**config.mk**
```make
export PLATFORM = sky130hd
export DESIGN_NAME = pw_line_tx
export DESIGN_NICKNAME = d
export VERILOG_FILES = /design/src/rtl/pw_line_pkg.sv /design/src/rtl/pw_cell_timer.sv /design/src/rtl/pw_bit_shifter.sv /design/src/rtl/pw_frame_ctrl.sv /design/src/rtl/pw_line_tx.sv
export SDC_FILE = /design/constraint.sdc
export NUM_CORES = 1
export LEC_CHECK = 0
export BUFFER_PORTS_ARGS = -buffer_cell sky130_fd_sc_hd__buf_4
export CAP_MARGIN = 20
export CORE_ASPECT_RATIO = 1.5
export CORE_MARGIN = 4
export CORE_UTILIZATION = 25
export CTS_CLUSTER_DIAMETER = 150
export CTS_CLUSTER_SIZE = 25
export DETAILED_ROUTE_END_ITERATION = 10
export GPL_TIMING_DRIVEN = 1
export HOLD_SLACK_MARGIN = 0.03
export PLACE_DENSITY = 0.46
export SLEW_MARGIN = 20
export SYNTH_ARGS = -nofsm -noshare
export SYNTH_HDL_FRONTEND = slang
export SYNTH_HIERARCHICAL = 1
export SYNTH_SLANG_ARGS = --single-unit
export TNS_END_PERCENT = 10
```
**constraint.sdc**
```tcl
create_clock -name clk -period 3.5 [get_ports clk]
set_clock_uncertainty 0.1 [all_clocks]
set_input_delay 0.525 -clock clk [delete_from_list [all_inputs] [get_ports clk]]
set_output_delay 0.525 -clock clk [all_outputs]
set_load 0.02 [all_outputs]
```
**src/rtl/pw_line_pkg.sv**
```systemverilog
package pw_line_pkg;
  localparam int unsigned BYTE_W = 8;

  typedef enum logic [1:0] {
    PH_IDLE = 2'd0,
    PH_LOW  = 2'd1,
    PH_HIGH = 2'd2,
    PH_STOP = 2'd3
  } pw_phase_e;
endpackage

```
**src/rtl/pw_cell_timer.sv**
```systemverilog
module pw_cell_timer #(
  parameter int unsigned CW = 6
) (
  input  logic          clk,
  input  logic          rst,
  input  logic          load,
  input  logic [CW-1:0] load_val,
  output logic          expired
);
  logic [CW-1:0] cnt_q;

  always_ff @(posedge clk) begin
    if (rst)               cnt_q <= '0;
    else if (load)         cnt_q <= load_val;
    else if (cnt_q != '0)  cnt_q <= cnt_q - 1'b1;
  end

  assign expired = (cnt_q == '0);


  timer_reload_chk: assert property (@(posedge clk) disable iff (rst)
    load |-> (cnt_q == '0));
endmodule

```
**src/rtl/pw_bit_shifter.sv**
```systemverilog
module pw_bit_shifter #(
  parameter int unsigned W = 8
) (
  input  logic         clk,
  input  logic         rst,
  input  logic         load,
  input  logic [W-1:0] load_byte,
  input  logic         advance,
  output logic         cur_bit,
  output logic         next_bit,
  output logic         last_bit
);
  localparam int unsigned IW = (W > 1) ? $clog2(W) : 1;

  logic [W-1:0]  sh_q;
  logic [IW-1:0] idx_q;

  always_ff @(posedge clk) begin
    if (rst) begin
      sh_q  <= '0;
      idx_q <= '0;
    end else if (load) begin
      sh_q  <= load_byte;
      idx_q <= IW'(W - 1);
    end else if (advance) begin
      sh_q  <= {sh_q[W-2:0], 1'b0};
      idx_q <= idx_q - 1'b1;
    end
  end

  assign cur_bit  = sh_q[W-1];
  assign next_bit = sh_q[W-2];
  assign last_bit = (idx_q == '0);


  shift_bound_chk: assert property (@(posedge clk) disable iff (rst)
    advance |-> (idx_q != '0));
endmodule

```
**src/rtl/pw_frame_ctrl.sv**
```systemverilog
module pw_frame_ctrl
  import pw_line_pkg::*;
#(
  parameter int unsigned CLK_PER_US = 16,
  parameter int unsigned LEN_W      = 8,
  parameter int unsigned CW         = 6
) (
  input  logic             clk,
  input  logic             rst,
  input  logic             start,
  input  logic [LEN_W-1:0] frame_len,
  input  logic             byte_valid,
  input  logic             in_msb,
  output logic             byte_ready,
  input  logic             timer_expired,
  output logic             timer_load,
  output logic [CW-1:0]    timer_val,
  output logic             sh_load,
  output logic             sh_advance,
  input  logic             cur_bit,
  input  logic             next_bit,
  input  logic             last_bit,
  output logic             line_oe,
  output logic             busy,
  output logic             done,
  output logic             underrun
);
  localparam int unsigned SHORT_CLK = CLK_PER_US;
  localparam int unsigned LONG_CLK  = 3 * CLK_PER_US;
  localparam int unsigned CELL_CLK  = 4 * CLK_PER_US;
  localparam logic [CW-1:0] LO_ONE  = CW'(SHORT_CLK - 1);
  localparam logic [CW-1:0] LO_ZERO = CW'(LONG_CLK - 1);
  localparam logic [CW-1:0] HI_ONE  = CW'(CELL_CLK - SHORT_CLK - 1);
  localparam logic [CW-1:0] HI_ZERO = CW'(CELL_CLK - LONG_CLK - 1);
  localparam logic [CW-1:0] STOP_LO = CW'(SHORT_CLK - 1);

  pw_phase_e        ph_q, ph_n;
  logic             oe_q, oe_n;
  logic             busy_q, busy_n;
  logic             done_q, done_n;
  logic             und_q, und_n;
  logic [LEN_W-1:0] left_q, left_n;
  logic             idle_accept, take_mid;

  function automatic logic [CW-1:0] low_len(input logic b);
    return b ? LO_ONE : LO_ZERO;
  endfunction

  function automatic logic [CW-1:0] high_len(input logic b);
    return b ? HI_ONE : HI_ZERO;
  endfunction

  assign idle_accept = (ph_q == PH_IDLE) && start && (frame_len != '0);
  assign take_mid    = (ph_q == PH_HIGH) && timer_expired && last_bit && (left_q != '0);
  assign byte_ready  = idle_accept || take_mid;

  always_comb begin
    ph_n       = ph_q;
    oe_n       = oe_q;
    busy_n     = busy_q;
    done_n     = 1'b0;
    und_n      = und_q;
    left_n     = left_q;
    timer_load = 1'b0;
    timer_val  = '0;
    sh_load    = 1'b0;
    sh_advance = 1'b0;
    unique case (ph_q)
      PH_IDLE: begin
        if (start) begin
          und_n = 1'b0;
          if (frame_len == '0) begin
            done_n = 1'b1;
          end else begin
            busy_n     = 1'b1;
            oe_n       = 1'b1;
            left_n     = frame_len - 1'b1;
            timer_load = 1'b1;
            if (byte_valid) begin
              sh_load   = 1'b1;
              timer_val = low_len(in_msb);
              ph_n      = PH_LOW;
            end else begin
              und_n     = 1'b1;
              timer_val = STOP_LO;
              ph_n      = PH_STOP;
            end
          end
        end
      end
      PH_LOW: begin
        if (timer_expired) begin
          oe_n       = 1'b0;
          timer_load = 1'b1;
          timer_val  = high_len(cur_bit);
          ph_n       = PH_HIGH;
        end
      end
      PH_HIGH: begin
        if (timer_expired) begin
          oe_n       = 1'b1;
          timer_load = 1'b1;
          if (!last_bit) begin
            sh_advance = 1'b1;
            timer_val  = low_len(next_bit);
            ph_n       = PH_LOW;
          end else if (left_q == '0) begin
            timer_val  = STOP_LO;
            ph_n       = PH_STOP;
          end else if (byte_valid) begin
            sh_load    = 1'b1;
            left_n     = left_q - 1'b1;
            timer_val  = low_len(in_msb);
            ph_n       = PH_LOW;
          end else begin
            und_n      = 1'b1;
            timer_val  = STOP_LO;
            ph_n       = PH_STOP;
          end
        end
      end
      PH_STOP: begin
        if (timer_expired) begin
          oe_n   = 1'b0;
          busy_n = 1'b0;
          done_n = 1'b1;
          ph_n   = PH_IDLE;
        end
      end
      default: ph_n = PH_IDLE;
    endcase
  end

  always_ff @(posedge clk) begin
    if (rst) begin
      ph_q   <= PH_IDLE;
      oe_q   <= 1'b0;
      busy_q <= 1'b0;
      done_q <= 1'b0;
      und_q  <= 1'b0;
      left_q <= '0;
    end else begin
      ph_q   <= ph_n;
      oe_q   <= oe_n;
      busy_q <= busy_n;
      done_q <= done_n;
      und_q  <= und_n;
      left_q <= left_n;
    end
  end

  assign line_oe  = oe_q;
  assign busy     = busy_q;
  assign done     = done_q;
  assign underrun = und_q;


  oe_within_busy_chk: assert property (@(posedge clk) disable iff (rst)
    oe_q |-> busy_q);

  done_released_chk: assert property (@(posedge clk) disable iff (rst)
    done_q |-> (!oe_q && !busy_q));

  busy_fall_done_chk: assert property (@(posedge clk) disable iff (rst)
    $fell(busy_q) |-> done_q);

  zero_len_chk: assert property (@(posedge clk) disable iff (rst)
    ((ph_q == PH_IDLE) && start && (frame_len == '0)) |=> (done_q && !oe_q && !busy_q));

  underrun_stop_chk: assert property (@(posedge clk) disable iff (rst)
    $rose(und_q) |-> oe_q);

  handoff_cell_chk: assert property (@(posedge clk) disable iff (rst)
    (byte_ready && byte_valid) |=> (oe_q && (ph_q == PH_LOW)));
endmodule

```
**src/rtl/pw_line_tx.sv**
```systemverilog
module pw_line_tx
  import pw_line_pkg::*;
#(
  parameter int unsigned CLK_PER_US = 16,
  parameter int unsigned LEN_W      = 8
) (
  input  logic             clk,
  input  logic             rst,
  input  logic             start,
  input  logic [LEN_W-1:0] frame_len,
  input  logic             byte_valid,
  input  logic [7:0]       byte_data,
  output logic             byte_ready,
  output logic             line_oe,
  output logic             busy,
  output logic             done,
  output logic             underrun
);
  localparam int unsigned CW = $clog2(4 * CLK_PER_US);

  logic          t_load, t_expired;
  logic [CW-1:0] t_val;
  logic          s_load, s_adv, s_cur, s_next, s_last;

  pw_cell_timer #(.CW(CW)) u_timer (
    .clk      (clk),
    .rst      (rst),
    .load     (t_load),
    .load_val (t_val),
    .expired  (t_expired)
  );

  pw_bit_shifter #(.W(BYTE_W)) u_shift (
    .clk       (clk),
    .rst       (rst),
    .load      (s_load),
    .load_byte (byte_data),
    .advance   (s_adv),
    .cur_bit   (s_cur),
    .next_bit  (s_next),
    .last_bit  (s_last)
  );

  pw_frame_ctrl #(
    .CLK_PER_US (CLK_PER_US),
    .LEN_W      (LEN_W),
    .CW         (CW)
  ) u_ctrl (
    .clk           (clk),
    .rst           (rst),
    .start         (start),
    .frame_len     (frame_len),
    .byte_valid    (byte_valid),
    .in_msb        (byte_data[BYTE_W-1]),
    .byte_ready    (byte_ready),
    .timer_expired (t_expired),
    .timer_load    (t_load),
    .timer_val     (t_val),
    .sh_load       (s_load),
    .sh_advance    (s_adv),
    .cur_bit       (s_cur),
    .next_bit      (s_next),
    .last_bit      (s_last),
    .line_oe       (line_oe),
    .busy          (busy),
    .done          (done),
    .underrun      (underrun)
  );
endmodule

```
Yosys cells after proc, flatten, opt, wreduce, memory -nomap -nowiden
Cells that the tools add are included.
{ "totals": {"reg_bits": 31, "input_bits": 20, "output_inout_bits": 5, "word_cells": 115} }
{ "op_classes": {"addsub": 4, "eq_ne": 13, "n_mux": 64, "reduce_logical": 25} }
{ "op_table": {"columns": ["cell", "count"], "rows": [
  ["$mux 6", 12],
  ["$mux 8", 8],
  ["$mux 1", 25],
  ["$pmux 6 s3", 1],
  ["$logic_not 8->1", 2],
  ["$mux 2", 8],
  ["$pmux 8 s2", 1],
  ["$reduce_bool 8->1", 2],
  ["$sub 8x1->8 const B", 2],
  ["$ne 2x1->1 const B", 5],
  ["$ne 2x2->1 const B", 5],
  ["$pmux 1 s2", 5],
  ["$pmux 2 s4", 1],
  ["$reduce_and 4->1", 2],
  ["$reduce_bool 2->1", 4],
  ["$reduce_and 7->1", 1],
  ["$logic_not 6->1", 1],
  ["$mux 3", 2],
  ["$reduce_and 6->1", 1],
  ["$reduce_bool 6->1", 1],
  ["$sub 6x1->6 const B", 1],
  ["$logic_and 1x1->1", 5],
  ["$reduce_and 5->1", 1],
  ["$eq 2x2->1 const B", 2],
  ["7 further kinds", 8]
]} }

Longest topological paths before layout
Gate-level depths: netlist of the first run.
{ "logic_depth": {"ltp_word": 7, "mapped_depth": 12, "ltp_nobuf": 10} }

Hierarchy
The synthesis of the first run kept the hierarchy.
{ "by_module_without_submodules": {"columns": ["mod", "instances", "cells_per_inst", "area_each_um2", "seq_area_each_um2"], "rows": [
  ["pw_frame_ctrl", 1, 157, 1201.2, 280.3],
  ["pw_bit_shifter", 1, 52, 540.5, 220.2],
  ["pw_cell_timer", 1, 46, 395.4, 120.1]
]} }

Worst setup path after synthesis of the first run
OpenSTA, ideal clock, no wires.
{ "synth_timing": {"path_kind": "reg2reg", "from": "register u_ctrl.ph_q[0]", "to": "register u_ctrl.left_q[6]", "setup_ns": 0.074, "t_arrival_ns": 2.742, "required_time_ns": 3.326, "setup_slack_ns": 0.584, "path_stages_with_launch": 13, "n_path_buf": 3, "synth_period_minus_slack_ns": 2.916, "path_cell_list": "dfxtp_1 inv_1 ha_1 buf_4 clkbuf_1 buf_1 mux2i_1 ha_1 nor4b_1 o22ai_1 xor2_1 or3_1 a31oi_1"} }
{ "synth_via": {"elab_chain_len": 3, "word_cells_on_any_way": 11, "cone_classes": "7 x eq/ne; 1 x mux; 3 x reduce/logical"} }
{ "synth_lines": {"columns": ["item", "line", "rtl"], "rows": [
  ["start, declared", "pw_frame_ctrl.sv:37", "pw_phase_e ph_q, ph_n;"],
  ["start signal, assigned", "pw_frame_ctrl.sv:143", "ph_q <= ph_n;"],
  ["$eq 2x2->1 / $logic_not 2->1 (equally long branches)", "pw_frame_ctrl.sv:68", "unique case (ph_q)"],
  ["$ne 2x1->1 (no source line) (tied with other cells)", null, null],
  ["$reduce_and 7->1 (no source line)", null, null],
  ["end signal, assigned", "pw_frame_ctrl.sv:148", "left_q <= left_n;"],
  ["end, declared", "pw_frame_ctrl.sv:42", "logic [LEN_W-1:0] left_q, left_n;"]
]} }
Parallel ways exist; a longest one is shown, timed or not.
A chain may end at the register's enable or synchronous reset.

Worst setup path in the final report of the first run
Same ends and word-level chain as after synthesis.

==> flow_summary_export.csv, run 1 <==
group,metric,value,unit
final_layout,drive_gt1_share,19.5,%
pwr,p_per_area,858,nW/µm²
critical_path,crit_type,"flip-flop to flip-flop",
timing,fin_setup_tns,0,ps
route,drtIter0Drc,100,
clock_tree,cts-root-buf,"clkbuf_16",
final_layout,final_util,30.3,%
timing,timing.final.crit_share,78.6,%
route,wl_per_cell,13.9,µm
route,drc,0,
timing,hold_viol,0,
critical_path,reg2reg_setup_slack,750,ps
clock_tree,cts.sinks,31,
logic_synthesis,syn_nets,284,
die,die_area,10100,µm²
placement,place_congestion,0.775,
timing,slew_viol_final,0,
timing,max_freq,364,MHz
route,drtAntennaViolNets,0,
final_layout,syn2layout_area_growth,18.6,%
global_routing,grt_pass1_wl,9090,µm
timing,period_needed,2750,ps
clock_tree,holdBufCountCts,0,
status,status,"finished clean",
clock_tree,clk_path_buf_depth,2,
route,via_count,1902,
global_routing,grt_max_degree,36,
global_routing,antenna_found_initial,0,
timing,setup_violations,0,
placement,place_hpwl,3750,µm
clock_tree,cts_resized,0,
final_layout,finalNetCount,300,
logic_synthesis,yosysUniqueCellTypes,65,
worst_hold_path,hold_class,"flip-flop to flip-flop",
critical_path,cp.required,3600,ps
critical_path,reg2reg_to,"u_ctrl/left_q[6]$_SDFFE_PP0P_",
logic_synthesis,ys_async_sr_fraction,0,%
critical_path,start_kind,"flip-flop",
die,ios,25,
timing,worst_pin_slew,821,ps
logic_synthesis,synthCells,255,
logic_synthesis,synth-seq-cells,31,
pwr,leakagePower,0.918,nW
critical_path,crit_arrival,2850,ps
critical_path,r2r_start,"u_ctrl/ph_q[0]$_SDFFE_PP0P_",
clock_tree,htree_levels,2,
logic_synthesis,syn_avg_cell_area,8.38,µm²
die,core,8360,µm²
logic_synthesis,netlist_area,2140,µm²
die,die_x,83.5,µm
die,die_h,121,µm
route,wl,5260,µm
clock_tree,cts.clk_slew.worst_paths,50,ps
timing,grt_setup_unrepaired,"false",
flow_run,maxCapViolCount,0,
die,rows,41,
pwr,max-vdd-ir-drop,303,µV
route,dr.pass1.iters,4,
worst_hold_path,whs_endpoint,"u_ctrl/left_q[7]$_SDFFE_PP0P_",
worst_hold_path,min_from,"u_ctrl/left_q[7]$_SDFFE_PP0P_",
clock_tree,post-cts-setup-buffers,0,
logic_synthesis,synth-edff-count,0,
route,via_per_inst,5.02,
die,start_util,25.6,%
worst_hold_path,hold-path-cell-count,2,
logic_synthesis,ys.flop_type,"dfxtp_1",
logic_synthesis,synth_warnings,6,
global_routing,overflow,0,
logic_synthesis,ys_seq_area_share,29.0,%
placement,numPortBuffers,24,
clock_tree,clock_latency,270,ps
critical_path,cp_max_fo,6,
final_layout,diodes,0,
critical_path,endpoint_kind,"flip-flop",
critical_path,r2r_cells,9,
timing,slew_headroom,45.1,%
global_routing,grt_pass1_vias,1938,
clock_tree,cts_buffers,5,
clock_tree,cts_tree,"built",
global_routing,grt_usage,10.8,%
==> cells by family after synthesis <==
logic type | Yosys count | synth area share (%)
AND/OR/NAND/NOR | 90 | 25.2
buffers and inverters | 32 | 7.61
multiplexers | 11 | 5.15
AO/OA/AOI/OAI | 74 | 24.7
adder cells (fa/ha/maj) | 9 | 5.27
other | 1 | 0.175
flip-flops | 31 | 29.0
XOR/XNOR | 7 | 2.87
==> critical path, stage by stage, from the launching register on <==
cell	delay [ps]
dfxtp_1	400
inv_1	80
ha_1	280
mux2i_1	240
ha_1	300
nor4b_1	430
o22ai_1	180
xor2_1	160
or3_1	320
a31oi_1	170
==> state kept, by name (all words and copies together), names as in the netlist <==
name and flops:
u_ctrl/busy 1, u_ctrl/done 1, u_timer/cnt_q 6, u_shift/idx_q 3
u_ctrl/underrun 1, u_ctrl/line_oe 1, u_shift/sh_q 8, u_ctrl/left_q 8
u_ctrl/ph_q 2
==> layout make-up <==
type	count	area [µm²]
Timing Repair Buffer	26	195
Clock buffer	6	139
Tap cell	107	134
Multi-Input combinational cell	192	1350
Fill cell	908	5830
Sequential cell	31	621
Clock inverter	2	35.0
Inverter	15	56.3
==> routing by layer <==
layer / share of wire [%] / vias up / track usage, %
met5: 0 / - / 0
met4: 2.4 / 0 / 4.43
met3: 4.6 / 10 / 2.45
met2: 51 / 42 / 19.6
met1: 42 / 895 / 12.1
li1: - / 955 / -
==> synth_stat cells, types with 6 or more instances <==
cell type	n	area (µm²)
mux2i_1	11	110
nand2_1	17	63.8
ha_1	9	113
dfxtp_1	31	621
nor3_1	9	45.0
buf_4	6	45.0
nor2_1	16	60.1
a211oi_1	10	75.1
o21ai_0	9	45.0
inv_1	15	56.3
a21oi_1	18	90.1
nor2b_2	7	61.3
==> power by group <==
| part | total (mW) | leakage, nW | switching [mW] | internal, mW |
|---|---|---|---|---|
| clock | 0.509 | 0.0868 | 0.155 | 0.353 |
| combinational | 1.10 | 0.576 | 0.645 | 0.452 |
| sequential | 0.567 | 0.255 | 0.101 | 0.466 |
==> per-stage QoR <==
| step | setup slack (ps) | instances | cell area (µm²) | total power, mW | hold slack [ps] |
|---|---|---|---|---|---|
| CTS | 770 | 379 | 2530 | 2.19 | 361 |
| detailed placement | 688 | 371 | 2360 | 1.67 | 352 |
| global route | 556 | 379 | 2530 | 2.36 | 385 |
| floorplan | 584 | 255 | 2140 | 1.45 | 337 |
| global placement | 738 | 371 | 2360 | 1.67 | 348 |
| finish | 750 | 379 | 2530 | 2.17 | 356 |
==> worst max path at each step <==
stage                                               end                         from  slack (ps)
final                     u_ctrl/left_q[6]$_SDFFE_PP0P_  u_ctrl/ph_q[0]$_SDFFE_PP0P_         750
after global routing      u_ctrl/left_q[6]$_SDFFE_PP0P_  u_ctrl/ph_q[0]$_SDFFE_PP0P_         560
after detailed placement   u_shift/sh_q[0]$_SDFFE_PP0P_                 frame_len[3]         690
after CTS                 u_ctrl/left_q[6]$_SDFFE_PP0P_  u_ctrl/ph_q[0]$_SDFFE_PP0P_         770
after global placement    u_timer/cnt_q[1]$_SDFFE_PP0P_                 frame_len[3]         740
after floorplan           u_ctrl/left_q[6]$_SDFFE_PP0P_  u_ctrl/ph_q[0]$_SDFFE_PP0P_         580
==> cells in the final DEF, fill, tap and decap left out, types with 3 or more instances in the layout <==
cell,Yosys,layout
dfxtp_1,31,31
buf_4,6,26
ha_1,9,9
clkbuf_16,0,5
nor2b_2,7,7
inv_1,15,15
o21a_1,3,3
nand2b_1,5,5
o22ai_1,4,4
nand2_1,17,17
xnor2_1,5,5
a31oi_1,5,5
a21oi_1,18,18
or3_1,5,5
nor2_1,16,16
nor3_1,9,9
a211oi_1,10,10
nand3_1,4,4
o21ai_0,9,9
mux2i_1,11,11
nor3b_1,5,5
No activity file was read; power rests on OpenSTA's default activity.
==> run 2, diff against run 1 <==
Settings changed: ABC_AREA set to 1, PLACE_DENSITY 0.46 to 0.47.
Clock period 3.5 ns to 2.25 ns, I/O delays scaled along.
==> run 2 against run 1 <==
- non-clock buffer count increased by 6
- wire length decreased by 5.1%
- first-iteration DRC count increased by 4.0%
- setup slack got worse by 590 ps
- largest cell class unchanged
- highest routed layer unchanged
==> flow_summary_export.csv, run 2 <==
group,metric,value,unit
status,status,"finished clean",
pwr,p_int,1.98,mW
logic_synthesis,synth.area.top_cells,"dfxtp_1 29%, nand2_1 19%, inv_1 6.7%",
critical_path,cp_max_fo,7,
placement,pre_cts_ws,51.3,ps
critical_path,cp.required,1810,ps
logic_synthesis,ys_seq_area_share,29.0,%
route,drtAntennaViolNets,0,
logic_synthesis,netlist_area,2140,µm²
final_layout,finalNetCount,392,
logic_synthesis,synth-seq-cells,31,
clock_tree,holdBufCountCts,0,
placement,placedInstanceArea,2420,µm²
clock_tree,cts_resized,0,
placement,numPortBuffers,24,
logic_synthesis,synthCells,334,
logic_synthesis,synth_warnings,6,
route,wl_per_cell,10.6,µm
critical_path,crit_arrival,1660,ps
route,wl,4990,µm
critical_path,start_kind,"flip-flop",
timing,timing.final.crit_share,93.1,%
final_layout,fin_area,2570,µm²
clock_tree,cts.clk_slew.worst_paths,50,ps
clock_tree,clk_path_buf_depth,2,
die,start_util,25.6,%
logic_synthesis,syn_avg_cell_area,6.41,µm²
final_layout,drive_gt1_share,19.6,%
timing,setup_violations,0,
logic_synthesis,ys_async_sr_fraction,0,%
clock_tree,cts.sinks,31,
pwr,leakagePower,1.26,nW
die,die_area,10100,µm²
clock_tree,cts_tree,"built",
global_routing,grt_pass1_wl,8420,µm
pwr,p_per_area,1420,nW/µm²
die,die_h,121,µm
route,drtIter0Drc,104,
global_routing,antenna_found_initial,0,
pwr,comb_power_share,57.9,%
worst_hold_path,hold_class,"input port to flip-flop",
timing,grt_setup_unrepaired,"false",
critical_path,crit_type,"flip-flop to output pin",
critical_path,endpoint_kind,"output pin",
logic_synthesis,yosysTopAreaCellShare,29.0,%
timing,fin_setup_tns,0,ps
die,rows,41,
clock_tree,clock_latency,280,ps
timing,hold_viol,0,
logic_synthesis,synth_commonest_cells,"106 x nand2_1, 38 x inv_1, 36 x nor2_1",
logic_synthesis,synth.most_common_cell,"nand2_1",
logic_synthesis,syn_nets,363,
final_layout,reg_top3,"u_ctrl/left_q x8, u_shift/sh_q x8, u_timer/cnt_q x6",
pwr,total_power,3.66,mW
global_routing,overflow,0,
pwr,seq_power_share,23.9,%
global_routing,grt_pass1_vias,1953,
die,core,8360,µm²
die,ios,25,
flow_run,maxCapViolCount,0,
final_layout,syn2layout_area_growth,20.0,%
timing,max_freq,477,MHz
clock_tree,htree_levels,2,
pwr,p_sw_share,45.8,%
die,die_x,83.5,µm
route,via_count,1997,
placement,place_hpwl,3930,µm
clock_tree,post-cts-setup-buffers,0,
logic_synthesis,synth-edff-count,0,
logic_synthesis,yosysUniqueCellTypes,33,
timing,finalWorstSetupSlack,155,ps
pwr,max-vdd-ir-drop,466,µV
route,dr.pass1.iters,4,
global_routing,grt_usage,10.2,%
final_layout,final_cell_mix,"106 x nand2_1, 37 x inv_1, 36 x nor2_1",
route,drc,0,
timing,period_needed,2090,ps
final_layout,diodes,0,
clock_tree,cts_buffers,5,
global_routing,grt_max_degree,13,
clock_tree,cts-root-buf,"clkbuf_16",
placement,place_congestion,0.797,
timing,slew_viol_final,0,
pwr,power_frac_clock,18.2,%
logic_synthesis,synth_top_cell_by_area,"dfxtp_1",
final_layout,mostFrequentLayoutCell,"nand2_1",
route,via_per_inst,4.25,
logic_synthesis,ys.flop_type,"dfxtp_1",
pwr,switching_power,1.68,mW
[run 2: changes by cell type after synthesis, moves of 10 or more]
| cell | before | now |
|---|---|---|
| nor2_1 | 16 | 36 |
| nand2_1 | 17 | 106 |
| inv_1 | 15 | 38 |
| nand3_1 | 4 | 27 |
| a211oi_1 | 10 | 0 |
| mux2i_1 | 11 | 0 |
[run 2: power groups by stage]
stage                     clock network, mW  registers [mW]  logic, mW
after detailed placement                  0           0.888       2.12
after global routing                  0.706           0.906       2.42
final                                 0.664           0.876       2.12
after floorplan                           0           0.885       1.73
after global placement                    0           0.890       2.12
after CTS                             0.688           0.878       2.14
[run 2: logic make-up (layout without fill, tap and decap cells)]
| logic type | Yosys count | after routing | synth area share [%] |
|---|---|---|---|
| simple gates | 192 | 192 | 41.0 |
| buf+inv | 58 | 87 | 13.1 |
| compound gates | 40 | 40 | 10.2 |
| flops | 31 | 31 | 29.0 |
| fa+ha+maj | 9 | 9 | 5.26 |
| xor+xnor | 3 | 3 | 1.23 |
| other cells | 1 | 1 | 0.175 |
[run 2: layout make-up]
cell class | count | area, µm²
Tap cell | 107 | 134
Clock inverter | 1 | 5.00
Multi-Input combinational cell | 245 | 1250
Fill cell | 943 | 5790
Timing Repair Buffer | 32 | 240
Inverter | 48 | 183
Sequential cell | 31 | 621
Clock buffer | 6 | 139
[run 2: final timing paths]
kind / from / end / slack (ps) / depth (start not counted)
setup reg to reg: u_ctrl/ph_q[0]$_SDFFE_PP0P_ / u_ctrl/left_q[6]$_SDFFE_PP0P_ / 190 / 14
hold reg to reg: u_shift/idx_q[2]$_SDFFE_PP0P_ / u_shift/idx_q[2]$_SDFFE_PP0P_ / 360 / 2
setup / recovery: u_timer/cnt_q[0]$_SDFFE_PP0P_ / byte_ready / 160 / 7
hold / removal: byte_data[0] / u_shift/sh_q[0]$_SDFFE_PP0P_ / 230 / 3
[run 2: routing by layer]
layer  GRT usage (%)  part of all wire, %
met1            11.0                   45
met2            18.8                   50
met3            2.11                  2.8
met4            5.33                  2.6
met5               0                    0
[run 2: critical path: stages (launching register included)]
cell     delay (ps)
dfxtp_1         310
inv_1           110
ha_1            230
nand3_1         140
inv_2           140
nand3_1         100
o21ai_2         180
buf_4           170
[run 2: stage by stage]
| stage | util (%) | instances | hold slack (ps) |
|---|---|---|---|
| after CTS | 30.7 | 470 | 221 |
| after global placement | 28.9 | 463 | 354 |
| final | 30.7 | 470 | 227 |
| after floorplan | - | 334 | 300 |
| after global routing | 30.7 | 470 | 234 |
| after detailed placement | 28.9 | 463 | 356 |
